**config.mk**
```make
export PLATFORM = sky130hd
export DESIGN_NAME = irq_gateway_bank
export DESIGN_NICKNAME = d
export VERILOG_FILES = /design/src/rtl/irq_gw_pkg.sv /design/src/rtl/irq_gw_sync.sv /design/src/rtl/irq_gw_decode.sv /design/src/rtl/irq_gw_cell.sv /design/src/rtl/irq_gateway_bank.sv
export SDC_FILE = /design/constraint.sdc
export NUM_CORES = 1
export LEC_CHECK = 0
export BUFFER_PORTS_ARGS = -buffer_cell sky130_fd_sc_hd__buf_2
export CAP_MARGIN = 25
export CORE_ASPECT_RATIO = 1.4
export CORE_MARGIN = 3
export CORE_UTILIZATION = 45
export DETAILED_ROUTE_END_ITERATION = 10
export MAX_ROUTING_LAYER = met4
export PLACE_DENSITY = 0.71
export SLEW_MARGIN = 15
export SYNTH_ARGS = -nofsm -noshare
export SYNTH_HDL_FRONTEND = slang
export SYNTH_SLANG_ARGS = --single-unit
```
**constraint.sdc**
```tcl
create_clock -name clk_i -period 0.9 [get_ports clk_i]
set_input_delay 0.18 -clock clk_i [delete_from_list [all_inputs] [get_ports clk_i]]
set_output_delay 0.18 -clock clk_i [all_outputs]
set_load 0.02 [all_outputs]
```
**src/rtl/irq_gw_pkg.sv**
```systemverilog
package irq_gw_pkg;

  typedef enum logic [1:0] {
    GW_IDLE  = 2'b00,
    GW_PEND  = 2'b01,
    GW_INSVC = 2'b10
  } gw_state_e;

  function automatic int unsigned id_width(input int unsigned n_src);
    return (n_src < 1) ? 1 : $clog2(n_src + 1);
  endfunction

endpackage

```
**src/rtl/irq_gw_sync.sv**
```systemverilog
module irq_gw_sync #(
  parameter int unsigned STAGES = 2
) (
  input  logic clk_i,
  input  logic rst_ni,
  input  logic d_i,
  output logic q_o
);

  logic [STAGES-1:0] chain_q;

  generate
    if (STAGES == 1) begin : g_one
      always_ff @(posedge clk_i or negedge rst_ni) begin
        if (!rst_ni) chain_q <= '0;
        else         chain_q <= d_i;
      end
    end else begin : g_many
      always_ff @(posedge clk_i or negedge rst_ni) begin
        if (!rst_ni) chain_q <= '0;
        else         chain_q <= {chain_q[STAGES-2:0], d_i};
      end
    end
  endgenerate

  assign q_o = chain_q[STAGES-1];

endmodule

```
**src/rtl/irq_gw_decode.sv**
```systemverilog
module irq_gw_decode #(
  parameter int unsigned NUM_SRC = 8,
  parameter int unsigned ID_W    = 4
) (
  input  logic               clk_i,
  input  logic               rst_ni,
  input  logic               valid_i,
  input  logic [ID_W-1:0]    id_i,
  output logic [NUM_SRC-1:0] hit_o
);

  // ID 0 maps to no bit: sources are numbered from 1
  for (genvar s = 0; s < NUM_SRC; s++) begin : g_hit
    assign hit_o[s] = valid_i && (id_i == ID_W'(s + 1));
  end

  a_r8_zero_id_no_hit: assert property (@(posedge clk_i) disable iff (!rst_ni)
    (valid_i && id_i == '0) |-> (hit_o == '0));

  a_r10_single_hit: assert property (@(posedge clk_i) disable iff (!rst_ni)
    $onehot0(hit_o));

endmodule

```
**src/rtl/irq_gw_cell.sv**
```systemverilog
module irq_gw_cell
  import irq_gw_pkg::*;
#(
  parameter int unsigned SYNC_STAGES = 2
) (
  input  logic clk_i,
  input  logic rst_ni,
  input  logic raw_i,
  input  logic edge_mode_i,
  input  logic claim_hit_i,
  input  logic complete_hit_i,
  output logic pend_o
);

  logic      line_s;
  logic      line_prev_q;
  logic      rise;
  logic      evt;
  gw_state_e state_q, state_d;

  irq_gw_sync #(.STAGES(SYNC_STAGES)) u_sync (
    .clk_i  (clk_i),
    .rst_ni (rst_ni),
    .d_i    (raw_i),
    .q_o    (line_s)
  );

  // tracks every cycle, so edges inside the lockout are lost, not queued
  always_ff @(posedge clk_i or negedge rst_ni) begin
    if (!rst_ni) line_prev_q <= 1'b0;
    else         line_prev_q <= line_s;
  end

  assign rise = line_s & ~line_prev_q;
  assign evt  = edge_mode_i ? rise : line_s;

  always_comb begin
    state_d = state_q;
    unique case (state_q)
      GW_IDLE:  if (evt)            state_d = GW_PEND;
      GW_PEND:  if (claim_hit_i)    state_d = GW_INSVC;
      GW_INSVC: if (complete_hit_i) state_d = GW_IDLE;
      default:                      state_d = GW_IDLE;
    endcase
  end

  always_ff @(posedge clk_i or negedge rst_ni) begin
    if (!rst_ni) state_q <= GW_IDLE;
    else         state_q <= state_d;
  end

  assign pend_o = (state_q == GW_PEND);

  a_r4_claim_clears: assert property (@(posedge clk_i) disable iff (!rst_ni)
    (pend_o && claim_hit_i) |=> (!pend_o && state_q == GW_INSVC));

  a_r5_locked_in_service: assert property (@(posedge clk_i) disable iff (!rst_ni)
    (state_q == GW_INSVC) |=> !pend_o);

  a_r3_edge_needs_rise: assert property (@(posedge clk_i) disable iff (!rst_ni)
    (state_q == GW_IDLE && edge_mode_i && !(line_s && !line_prev_q)) |=> !pend_o);

  a_r9_stray_complete: assert property (@(posedge clk_i) disable iff (!rst_ni)
    (pend_o && complete_hit_i && !claim_hit_i) |=> pend_o);

  a_r7_complete_releases: assert property (@(posedge clk_i) disable iff (!rst_ni)
    (state_q == GW_INSVC && complete_hit_i) |=> (state_q == GW_IDLE));

endmodule

```
**src/rtl/irq_gateway_bank.sv**
```systemverilog
module irq_gateway_bank
  import irq_gw_pkg::*;
#(
  parameter int unsigned NUM_SRC     = 8,
  parameter int unsigned SYNC_STAGES = 2,
  parameter int unsigned ID_W        = id_width(NUM_SRC)
) (
  input  logic               clk_i,
  input  logic               rst_ni,
  input  logic [NUM_SRC-1:0] irq_i,
  input  logic [NUM_SRC-1:0] edge_mode_i,
  input  logic               claim_i,
  input  logic [ID_W-1:0]    claim_id_i,
  input  logic               complete_i,
  input  logic [ID_W-1:0]    complete_id_i,
  output logic [NUM_SRC-1:0] pending_o
);

  logic [NUM_SRC-1:0] claim_hit;
  logic [NUM_SRC-1:0] complete_hit;

  irq_gw_decode #(.NUM_SRC(NUM_SRC), .ID_W(ID_W)) u_claim_dec (
    .clk_i   (clk_i),
    .rst_ni  (rst_ni),
    .valid_i (claim_i),
    .id_i    (claim_id_i),
    .hit_o   (claim_hit)
  );

  irq_gw_decode #(.NUM_SRC(NUM_SRC), .ID_W(ID_W)) u_cmpl_dec (
    .clk_i   (clk_i),
    .rst_ni  (rst_ni),
    .valid_i (complete_i),
    .id_i    (complete_id_i),
    .hit_o   (complete_hit)
  );

  for (genvar s = 0; s < NUM_SRC; s++) begin : g_gw
    irq_gw_cell #(.SYNC_STAGES(SYNC_STAGES)) u_cell (
      .clk_i          (clk_i),
      .rst_ni         (rst_ni),
      .raw_i          (irq_i[s]),
      .edge_mode_i    (edge_mode_i[s]),
      .claim_hit_i    (claim_hit[s]),
      .complete_hit_i (complete_hit[s]),
      .pend_o         (pending_o[s])
    );
  end

  a_r1_reset_clear: assert property (@(posedge clk_i)
    !rst_ni |-> (pending_o == '0));

  a_r8_zero_claim_stable: assert property (@(posedge clk_i) disable iff (!rst_ni)
    (claim_i && claim_id_i == '0 && !complete_i) |=> ((pending_o & ~$past(pending_o)) == (pending_o & ~$past(pending_o)) && (($past(pending_o) & ~pending_o) == '0)));

endmodule

```
; After elaboration in Yosys (flattened, before gate mapping)
; Index checks and enable logic that the tools add are counted.
[totals]
register_bits = 40
latch_bits = 0
ramBits = 0
rom_bits = 0
elab_cells = 168
mem_count = 0
[classes]
addsub = 0
mul = 0
n_div = 0
order_cmp = 0
n_eq_ne = 56
shift = 0
n_mux = 40
bitwise = 16
reduce_logical = 32
[op_table]
columns = operator, n
row1 = 2-bit two-way mux, 24
row2 = "2-bit by 1-bit != test with 1-bit output, second input constant", 24
row3 = 2-bit one-hot mux with 3 select lines, 8
row4 = "4-bit by 3-bit equality test with 1-bit output, second input constant", 8
row5 = 3-bit AND reduction, 8
row6 = "2-bit by 1-bit equality test with 1-bit output, second input constant", 8
row7 = "2-bit equality test, second input constant", 8
row8 = "4-bit by 2-bit equality test with 1-bit output, second input constant", 4
row9 = 1-bit logical AND, 16
row10 = 2-bit logical NOT, 8
row11 = 1-bit bitwise AND, 8
row12 = "4-bit by 1-bit equality test with 1-bit output, second input constant", 2
row13 = "4-bit equality test, second input constant", 2
row14 = 1-bit two-way mux, 8
row15 = 1-bit inverter, 8

; Depth between registers and ports, before layout
; Gate-level depths: netlist (run 1).
[logic_depth]
depth_word = 5
ltp_mapped = 4
mapped_depth_nobuf = 3

; Modules after synthesis
; A second synthesis (run 1) with hierarchy kept.
[hier_totals]
hier_cells = 132
area_unflattened_um2 = 1556.5
[by_module_without_submodules]
columns = mod, n_inst, cells_each, area_each_um2, seq_area_each_um2
row1 = irq_gw_cell, 8, 11, 126.4, 75.1
row2 = irq_gw_sync, 8, 2, 50.0, 50.0
row3 = irq_gw_decode, 2, 14, 72.6, 0.0

; Least setup slack after synthesis (run 1)
; OpenSTA, ideal clock, no wires.
[synth_path]
path_kind = input to register
from = in claim_id_i[3]
to = reg g_gw[2].u_cell.state_q[0]
setup_ns = 0.122
arrival_ns = 0.784
required_time_ns = 0.778
slack_ns = -0.006
path_stages = 3
n_path_buf = 0
path_cell_list = nor3b_2 nand3_2 a32o_1
[synth_between]
elab_chain_len = 4
[synth_rtl]
columns = item, line_no
row1 = "start, declared", irq_gateway_bank.sv:13  ; input logic [ID_W-1:0] claim_id_i,
row2 = 4-bit by 2-bit equality test with 1-bit output, irq_gw_decode.sv:14  ; assign hit_o[s] = valid_i && (id_i == ID_W'(s + 1));
row3 = 1-bit logical AND, irq_gw_decode.sv:14
row4 = 2-bit by 1-bit != test with 1-bit output (no line), -
row5 = 3-bit AND reduction (no line), -
row6 = "end signal, assigned", irq_gw_cell.sv:49  ; else state_q <= state_d;
row7 = "end, declared", irq_gw_cell.sv:19  ; gw_state_e state_q, state_d;
; No other way between the ends.
; A chain may end at the register's enable or synchronous reset.

; Worst setup path after layout (run 1)
[layout_path]
from = reg g_gw[2].u_cell.state_q[1]
to = out pending_o[2]
[layout_between]
elab_chain_len = 1
[layout_rtl]
columns = item, line_no
row1 = 2-bit by 1-bit equality test with 1-bit output, irq_gw_cell.sv:52  ; assign pend_o = (state_q == GW_PEND);
row2 = "end, declared", irq_gateway_bank.sv:16  ; output logic [NUM_SRC-1:0] pending_o
; No other way between the ends.

==> results of run 1 <==
==> path summary, 6_finish.rpt <==
kind / depth (start not counted) / to
hold reg to reg: 0 / g_gw[3].u_cell.u_sync.chain_q[1]
setup / recovery: 2 / pending_o[2]
min in group asynchronous: 3 / g_gw[6].u_cell.u_sync.chain_q[0]
setup reg to reg: 5 / g_gw[4].u_cell.state_q[1]
hold / removal: 4 / g_gw[7].u_cell.state_q[0]
max in group asynchronous: 3 / g_gw[1].u_cell.state_q[1]
==> cell usage after synthesis <==
master	instances
sky130_fd_sc_hd__a21oi_1	2
sky130_fd_sc_hd__a311oi_1	1
sky130_fd_sc_hd__a311oi_2	1
sky130_fd_sc_hd__a32o_1	5
sky130_fd_sc_hd__and2b_1	1
sky130_fd_sc_hd__and3b_1	1
sky130_fd_sc_hd__and4b_1	1
sky130_fd_sc_hd__buf_4	9
sky130_fd_sc_hd__dfrtp_1	40
sky130_fd_sc_hd__inv_1	6
sky130_fd_sc_hd__nand2_1	14
sky130_fd_sc_hd__nand2b_1	6
sky130_fd_sc_hd__nand3_1	5
sky130_fd_sc_hd__nand3_2	1
sky130_fd_sc_hd__nand4_1	1
sky130_fd_sc_hd__nor2_1	11
sky130_fd_sc_hd__nor2b_1	5
sky130_fd_sc_hd__nor3b_2	1
sky130_fd_sc_hd__nor4_1	2
sky130_fd_sc_hd__nor4b_1	1
sky130_fd_sc_hd__o21ai_0	2
sky130_fd_sc_hd__o21ai_1	2
sky130_fd_sc_hd__o2bb2ai_1	1
sky130_fd_sc_hd__o311ai_1	3
sky130_fd_sc_hd__o311ai_2	1
sky130_fd_sc_hd__o31ai_1	3
sky130_fd_sc_hd__o31ai_2	1
==> worst max-delay path, cell delays in order, from the launching register on <==
cell	delay (ps)
sky130_fd_sc_hd__dfrtp_1	440
sky130_fd_sc_hd__nor2_4	160
sky130_fd_sc_hd__buf_6	130
==> sequential cells by signal, indices dropped and copies added, names as in the netlist <==
signal,flops
g_gw.u_cell.line_prev_q,8
g_gw.u_cell.state_q,16
g_gw.u_cell.u_sync.chain_q,16
==> timing repair <==
item | in CTS | in global routing
hold endpoints to repair | 48 | 0
hold buffers | 9 | 0
gates resized for setup | 51 | 37
endpoints found under the setup margin | 12 | 24
pin swaps | 11 | 19
buffers inserted | 17 | 15
cloned | 0 | 0
==> area by class of cell <==
type	count	area share
sequential	40	0.388
multi-input combinational	72	0.280
timing repair buffer	85	0.268
clock buffer	7	0.0373
tap	39	0.0189
inverter	6	0.00871
==> cell families (layout without fill, tap and decap cells) <==
group                  after synthesis  count (layout)  synth area share
AOI/OAI and AO/OA                   22              22             0.123
and+or+nand+nor                     50              50             0.171
DFF                                 40              40             0.648
buffers and inverters               15              98            0.0583
==> stage by stage <==
step,cells,hold WS (ps)
2_1_floorplan,127,-116
3_3_place_gp,215,162
3_5_place_dp,215,163
4_1_cts,245,187
5_1_grt,249,207
6_report,249,180
==> routing by layer <==
metal | vias to the layer above | track usage | share of wire
met2 | 63 | 0.383 | 0.53
li1 | 604 | - | -
met1 | 649 | 0.233 | 0.35
met4 | 0 | 0.151 | 0.061
met3 | 24 | 0.0559 | 0.060
met5 | - | - | 0
==> power by group through the flow <==
stage / registers (W) / clock network (W) / logic, W
after CTS: 0.00215 / 0.00127 / 0.00210
after global placement: 0.00213 / 0 / 0.00121
final: 0.00217 / 0.00128 / 0.00254
after floorplan: 0.00213 / 0 / 0.000830
after global routing: 0.00218 / 0.00137 / 0.00268
after detailed placement: 0.00215 / 0 / 0.00127
==> out/metrics.sh, run 1 <==
SYNTH_TOP_AREA_CELL='sky130_fd_sc_hd__dfrtp_1'
YS_WARN_COUNT=0
MOST_USED_CELLS_IN_THE_LAYOUT_EXCLUDING_FILL_AND_TAP_CELLS='sky130_fd_sc_hd__dfrtp_1, sky130_fd_sc_hd__buf_2, sky130_fd_sc_hd__buf_4, sky130_fd_sc_hd__buf_6, sky130_fd_sc_hd__nand2_1'
IO_PINS=36
SYNTH.TOP_CELL.AREA_SHARE=0.648
DRV.MAX_CAP_VIOLATION_COUNT=0
INTPOWER_W=0.00407
MAX_CLOCK_FREQ_MHz=828
POSTPLACECELLAREA_UM2=1890
REG2REG_SETUP_SLACK_PS=-240
WIRE_PER_INST_UM=19.4
CLOCK_LATENCY_PS=290
TRITONCTS_NUM_SINKS=40
ANTENNA_FOUND_INITIAL=0
NUM-FILL-CELLS=185
WORST_SLACK_PS=-308
SYNTH_CELLS=127
REPORT.FINAL.SETUP_VIOL=22
FIN_WORST_SKEW_PS=6.39
CRIT-REG2REG-LAUNCH='g_gw[4].u_cell.state_q[1]'
ROUTED_WIRELENGTH_UM=4840
ANTENNA_CELLS=0
YOSYSSEQAREASHARE=0.648
GRT_FIRST_PASS_WIRELENGTH_UM=6760
SEQUENTIAL_CELL_AREA_UM2=1000
FINAL_NETS=238
FIN_CRIT_PS=1210
STATUS='finished with violations'
FLOORPLAN.INITIALDENSITY=0.481
STATIC_LEAKAGE_nW=1.20
WORST_SETUP_HOLD_PATH_CLK_SLEW_PS=80
RSZ0062_AT_GRT='true'
VIAS=1340
SYNTHTOLAYOUTAREAGROWTH_PCT=67.3
POWER.NET_SWITCHING_W=0.00191
PLACE_WORST_SETUP_SLACK_PS=-234
WORSTSETUPSTARTPOINTTYPE='register'
DRC=0
LARGEST_NET_DEGREE_AT_THE_START_OF_GLOBAL_ROUTING=41
FINALWEIGHTEDCONGESTION=0.770
SUMMED_INSTANCE_AREA_OF_THE_SYNTHESIZED_NETLIST_UM2=1550
DIE-WIDTH_UM=55.5
VIAS_IN_THE_FIRST_GLOBAL_ROUTE=1380
CTSLONGESTPATHBUFFERS=2
TIMING_HOLD_VIOLATIONS_FINAL=0
HP-START='edge_mode_i[7]'
FINAL_LAYOUT_SIZE_SUFFIX_GT1_FRAC=0.595
DESIGN.DIE.AREA_UM2=4180
CELLPOWERDENSITY_nW_PER_UM2=2310
TIMING.MAX_SLEW.REL_SLACK=0.548
ROWS=24
TIMING.FINAL.CRIT_SHARE=1.34
MIN-DELAY-PATH-CLASS='in -> reg'
POWER.TOTAL_W=0.00598
CORE_AREA_UM2=3210
TIMING_WORST_SLEW_PIN_VALUE_PS=672
FINAL_COMMON_CELL='sky130_fd_sc_hd__dfrtp_1'
DETAIL_ROUTE.FIRST_PASS.ITERATIONS=4
CTS_MAX_LEVEL=2
VIAS_PER_CELL=5.38
YOSYS_REGISTER_BITS=40
STARTPOINT_TO_ENDPOINT_CLASS_OF_THE_CRITICAL_PATH='reg -> out'
FAILED_CHECKS='setup timing'
DIE_H_UM=75.3
SYNTH_CELL_TYPE_COUNT=27
DETAILED_PLACE_HPWL_UM=2430
MULTIINPUTGATEAREA_UM2=723
NUMBER_OF_BUFFERS_CREATED_BY_CTS=5
TIMING.CRITICAL_PATH.FROM='g_gw[2].u_cell.state_q[1]'
WORSTPATHARRIVAL_PS=1030
FINAL_DESIGN_AREA_NO_FILL_UM2=2580
CLK_ROOT_BUFFER_CELL='sky130_fd_sc_hd__clkbuf_8'
WORST_IR_DROP_VDD_mV=1.83
LAYOUT.CORE_UTILIZATION=0.805
GLOBALROUTE.TOTALOVERFLOW=0
NUMPORTBUFFERS=35
TIMING.SETUP.TNS_PS=-3480
CP_CAPTURE_TYPE='primary output'
SYNTH.AVG_CELL_AREA_UM2=12.2
FINAL_MAX_SLEW_VIOL_COUNT=0
SEQ_POWER_SHARE=0.362
SW_FRAC_OF_TOTAL=0.319
COMBPWRFRAC=0.424
DRT_ITER0_MARKERS=61
CRITPATHREQUIREDTIME_PS=720
GRT_UTIL_ALL_LAYERS=0.225
SYNTH.TOP_CELLS.BY_AREA='sky130_fd_sc_hd__dfrtp_1, sky130_fd_sc_hd__buf_4, sky130_fd_sc_hd__nand2_1'
POWER_FRAC_CLOCK=0.214
ROUTE.ANTENNA.REMAINING_NETS=0
TOP_FANOUT_VALUE_ON_THE_CRITICAL_PATH=2
SYNTH.NET_COUNT=155
CTS_TREE='yes'
No activity file was read; power rests on OpenSTA's default activity.
==> inputs of run 2 (changes only) <==
--- a/config.mk
+++ b/config.mk
@@ -12,7 +12,7 @@
 export CORE_UTILIZATION = 45
 export DETAILED_ROUTE_END_ITERATION = 10
 export MAX_ROUTING_LAYER = met4
-export PLACE_DENSITY = 0.71
+export PLACE_DENSITY = 0.69
 export SLEW_MARGIN = 15
 export SYNTH_ARGS = -nofsm -noshare
 export SYNTH_HDL_FRONTEND = slang
==> constraint.sdc (replaced) <==
create_clock -name clk_i -period 1.4 [get_ports clk_i]
set_input_delay 0.28 -clock clk_i [delete_from_list [all_inputs] [get_ports clk_i]]
set_output_delay 0.28 -clock clk_i [all_outputs]
set_load 0.02 [all_outputs]
==> run 2 against run 1 <==
Compared with the run above: the flow now finishes without violations; die area unchanged; critical path depth unchanged; sequential power down 36%; sequential cell count unchanged; clock power down 40%; final cell count down 19%; total power down 54%; routed wire length down 44%; combinational power down 75%; sequential share of layout area up 16 points; global-route usage down 7.3 points; via count down 21%; highest routed layer unchanged.
==> out/metrics.sh, run 2 (synthesis gave the netlist of run 1 again) <==
STATUS='finished clean'  # was finished with violations
NUMPORTBUFFERS=35  # unchanged
CTS_TREE='yes'  # unchanged
WORSTSETUPSTARTPOINTTYPE='register'  # unchanged
CELLPOWERDENSITY_nW_PER_UM2=1520  # was 2310 nW/um^2
DETAILED_PLACE_HPWL_UM=2070  # was 2430 um
FIN_WORST_SKEW_PS=6.87  # was 6.39 ps
CRITPATHREQUIREDTIME_PS=1120  # was 720 ps
ANTENNA_FOUND_INITIAL=0  # unchanged
TIMING_HOLD_VIOLATIONS_FINAL=0  # unchanged
POWER.TOTAL_W=0.00278  # was 0.00598 W
WIRE_PER_INST_UM=13.4  # was 19.4 um
CTSRESIZECOUNT=0  # was 51
TIMING_WORST_SLEW_PIN_VALUE_PS=475  # was 672 ps
CORE_AREA_UM2=3210  # unchanged
FINAL_COMMON_CELL='sky130_fd_sc_hd__dfrtp_1'  # unchanged
NUMBER_OF_BUFFERS_CREATED_BY_CTS=5  # unchanged
STARTPOINT_TO_ENDPOINT_CLASS_OF_THE_CRITICAL_PATH='reg -> out'  # unchanged
GR_LAYER_USAGE_MET3=0.0542  # was 0.0559
GRT_UTIL_ALL_LAYERS=0.152  # was 0.225
GRT_FIRST_PASS_WIRELENGTH_UM=4620  # was 6760 um
RSZ0062_AT_GRT='false'  # was true
LARGEST_NET_DEGREE_AT_THE_START_OF_GLOBAL_ROUTING=41  # unchanged
CTS_MAX_LEVEL=2  # unchanged
WORST_IR_DROP_VDD_mV=0.816  # was 1.83 mV
ANTENNA_CELLS=0  # unchanged
STATIC_LEAKAGE_nW=0.851  # was 1.20 nW
VIAS=1057  # was 1,340
MAX_CLOCK_FREQ_MHz=750
CTSLONGESTPATHBUFFERS=2  # unchanged
CRIT-REG2REG-LAUNCH='g_gw[6].u_cell.state_q[0]'  # was g_gw[4].u_cell.state_q[1]
TOP_FANOUT_VALUE_ON_THE_CRITICAL_PATH=3  # was 2
GLOBAL_ROUTE.USAGE.MET1=0.148  # was 0.233
ROUTE.ANTENNA.REMAINING_NETS=0  # unchanged
DIE_H_UM=75.3  # unchanged
GLOBAL_ROUTE.USAGE.MET2=0.267  # was 0.383
TIMING.FINAL.CRIT_SHARE=0.952
R2R-END='g_gw[6].u_cell.state_q[0]'  # was g_gw[4].u_cell.state_q[1]
BIGGESTREGSBYFLOPS='g_gw.u_cell.state_q x16, g_gw.u_cell.u_sync.chain_q x16, g_gw.u_cell.line_prev_q x8'  # unchanged
REPORT.FINAL.SETUP_VIOL=0  # was 22
ROUTED_WIRELENGTH_UM=2700  # was 4840 um
IO_PINS=36  # unchanged
HOLDBUFCOUNTCTS=0  # was 9
DRT_ITER0_MARKERS=15  # was 61
CLOCK_LATENCY_PS=290  # about the same
FINAL_LAYOUT_SIZE_SUFFIX_GT1_FRAC=0.327  # was 0.595
TIMING.MAX_SLEW.REL_SLACK=0.683  # was 0.548
TIMING.SETUP.TNS_PS=0  # was -3480 ps
FLOORPLAN.INITIALDENSITY=0.481  # unchanged
GLOBALROUTE.TOTALOVERFLOW=0  # unchanged
VIAS_IN_THE_FIRST_GLOBAL_ROUTE=1093  # was 1,380
R2R_CELLS=2  # was 5
WORSTPATHARRIVAL_PS=1050  # was 1030 ps
ROWS=24  # unchanged
POST_CTS_BUFFERS=0  # was 17
REG2REG_SETUP_SLACK_PS=520  # was -240 ps
VIAS_PER_CELL=5.26  # was 5.38
DIE-WIDTH_UM=55.5  # unchanged
FINAL_MAX_SLEW_VIOL_COUNT=0  # unchanged
SYNTHTOLAYOUTAREAGROWTH_PCT=17.9  # was 67.3%
CLK_ROOT_BUFFER_CELL='sky130_fd_sc_hd__clkbuf_8'  # unchanged
FIN_CRIT_PS=1330
DRC=0  # unchanged
GRT-BUSIEST-LAYER='met2'  # unchanged
DETAIL_ROUTE.FIRST_PASS.ITERATIONS=4  # unchanged
MOST_USED_CELLS_IN_THE_LAYOUT_EXCLUDING_FILL_AND_TAP_CELLS='sky130_fd_sc_hd__dfrtp_1, sky130_fd_sc_hd__buf_2, sky130_fd_sc_hd__nand2_1, sky130_fd_sc_hd__nor2_1'  # was sky130_fd_sc_hd__dfrtp_1, sky130_fd_sc_hd__buf_2, sky130_fd_sc_hd__buf_4, sky130_fd_sc_hd__buf_6, sky130_fd_sc_hd__nand2_1
CP_CAPTURE_TYPE='primary output'  # unchanged
TRITONCTS_NUM_SINKS=40  # unchanged
FINALWEIGHTEDCONGESTION=0.876  # was 0.770
WORST_SETUP_HOLD_PATH_CLK_SLEW_PS=70  # was 80 ps
DRV.MAX_CAP_VIOLATION_COUNT=0  # unchanged
MIN-DELAY-PATH-CLASS='in -> async'  # was in -> reg
FINAL_NETS=189  # was 238
DESIGN.DIE.AREA_UM2=4180  # unchanged
[run 2: how the worst max path moves through the flow]
| stage | from | endpoint | slack [ps] | cells past startpoint |
|---|---|---|---|---|
| floorplan | claim_id_i[3] | g_gw[2].u_cell.state_q[0] | 390 | 3 |
| global placement | claim_id_i[3] | g_gw[2].u_cell.state_q[0] | 200 | 4 |
| detailed placement | claim_id_i[3] | g_gw[2].u_cell.state_q[0] | 140 | 4 |
| CTS | g_gw[0].u_cell.state_q[1] | pending_o[0] | 20 | 2 |
| global route | g_gw[5].u_cell.state_q[1] | pending_o[5] | 4 | 2 |
| finish | g_gw[0].u_cell.state_q[1] | pending_o[0] | 70 | 2 |
[run 2: final cells by class]
class	count	area [um^2]
multi-input cells	72	474
well taps	39	48.8
inverters	6	22.5
flip-flops and latches	40	1000
clock buffers	8	90.1
fillers	289	1390
repair buffers	36	185
[run 2: routing by layer]
metal	wire, um	part of all wire	up-vias
met4	64	0.024	0
met1	1070	0.40	512
met5	0	0	-
li1	-	-	512
met2	1390	0.52	26
met3	170	0.063	7
[run 2: worst max-delay path: stages (launching register included)]
cell and delay (ps):
sky130_fd_sc_hd__dfrtp_1 410, sky130_fd_sc_hd__nor2b_2 170, sky130_fd_sc_hd__buf_2 190
[run 2: through the flow]
step | instances | worst slack [ps] | hold slack, ps | util | instance area (um^2)
floorplan | 127 | 394 | -15.6 | - | 1550
CTS | 201 | 17.7 | 45.3 | 0.560 | 1800
global placement | 193 | 197 | 332 | 0.532 | 1710
global route | 201 | 3.78 | 59.4 | 0.567 | 1820
finish | 201 | 66.7 | 21.0 | 0.567 | 1820
detailed placement | 193 | 138 | 335 | 0.532 | 1710
[run 2: report_power, final]
group	total, W	internal (W)	switching [W]
Clock	0.000764	0.000401	0.000362
Sequential	0.00138	0.00129	0.0000847
Combinational	0.000637	0.000261	0.000376
Total	0.00278	0.00195	0.000823
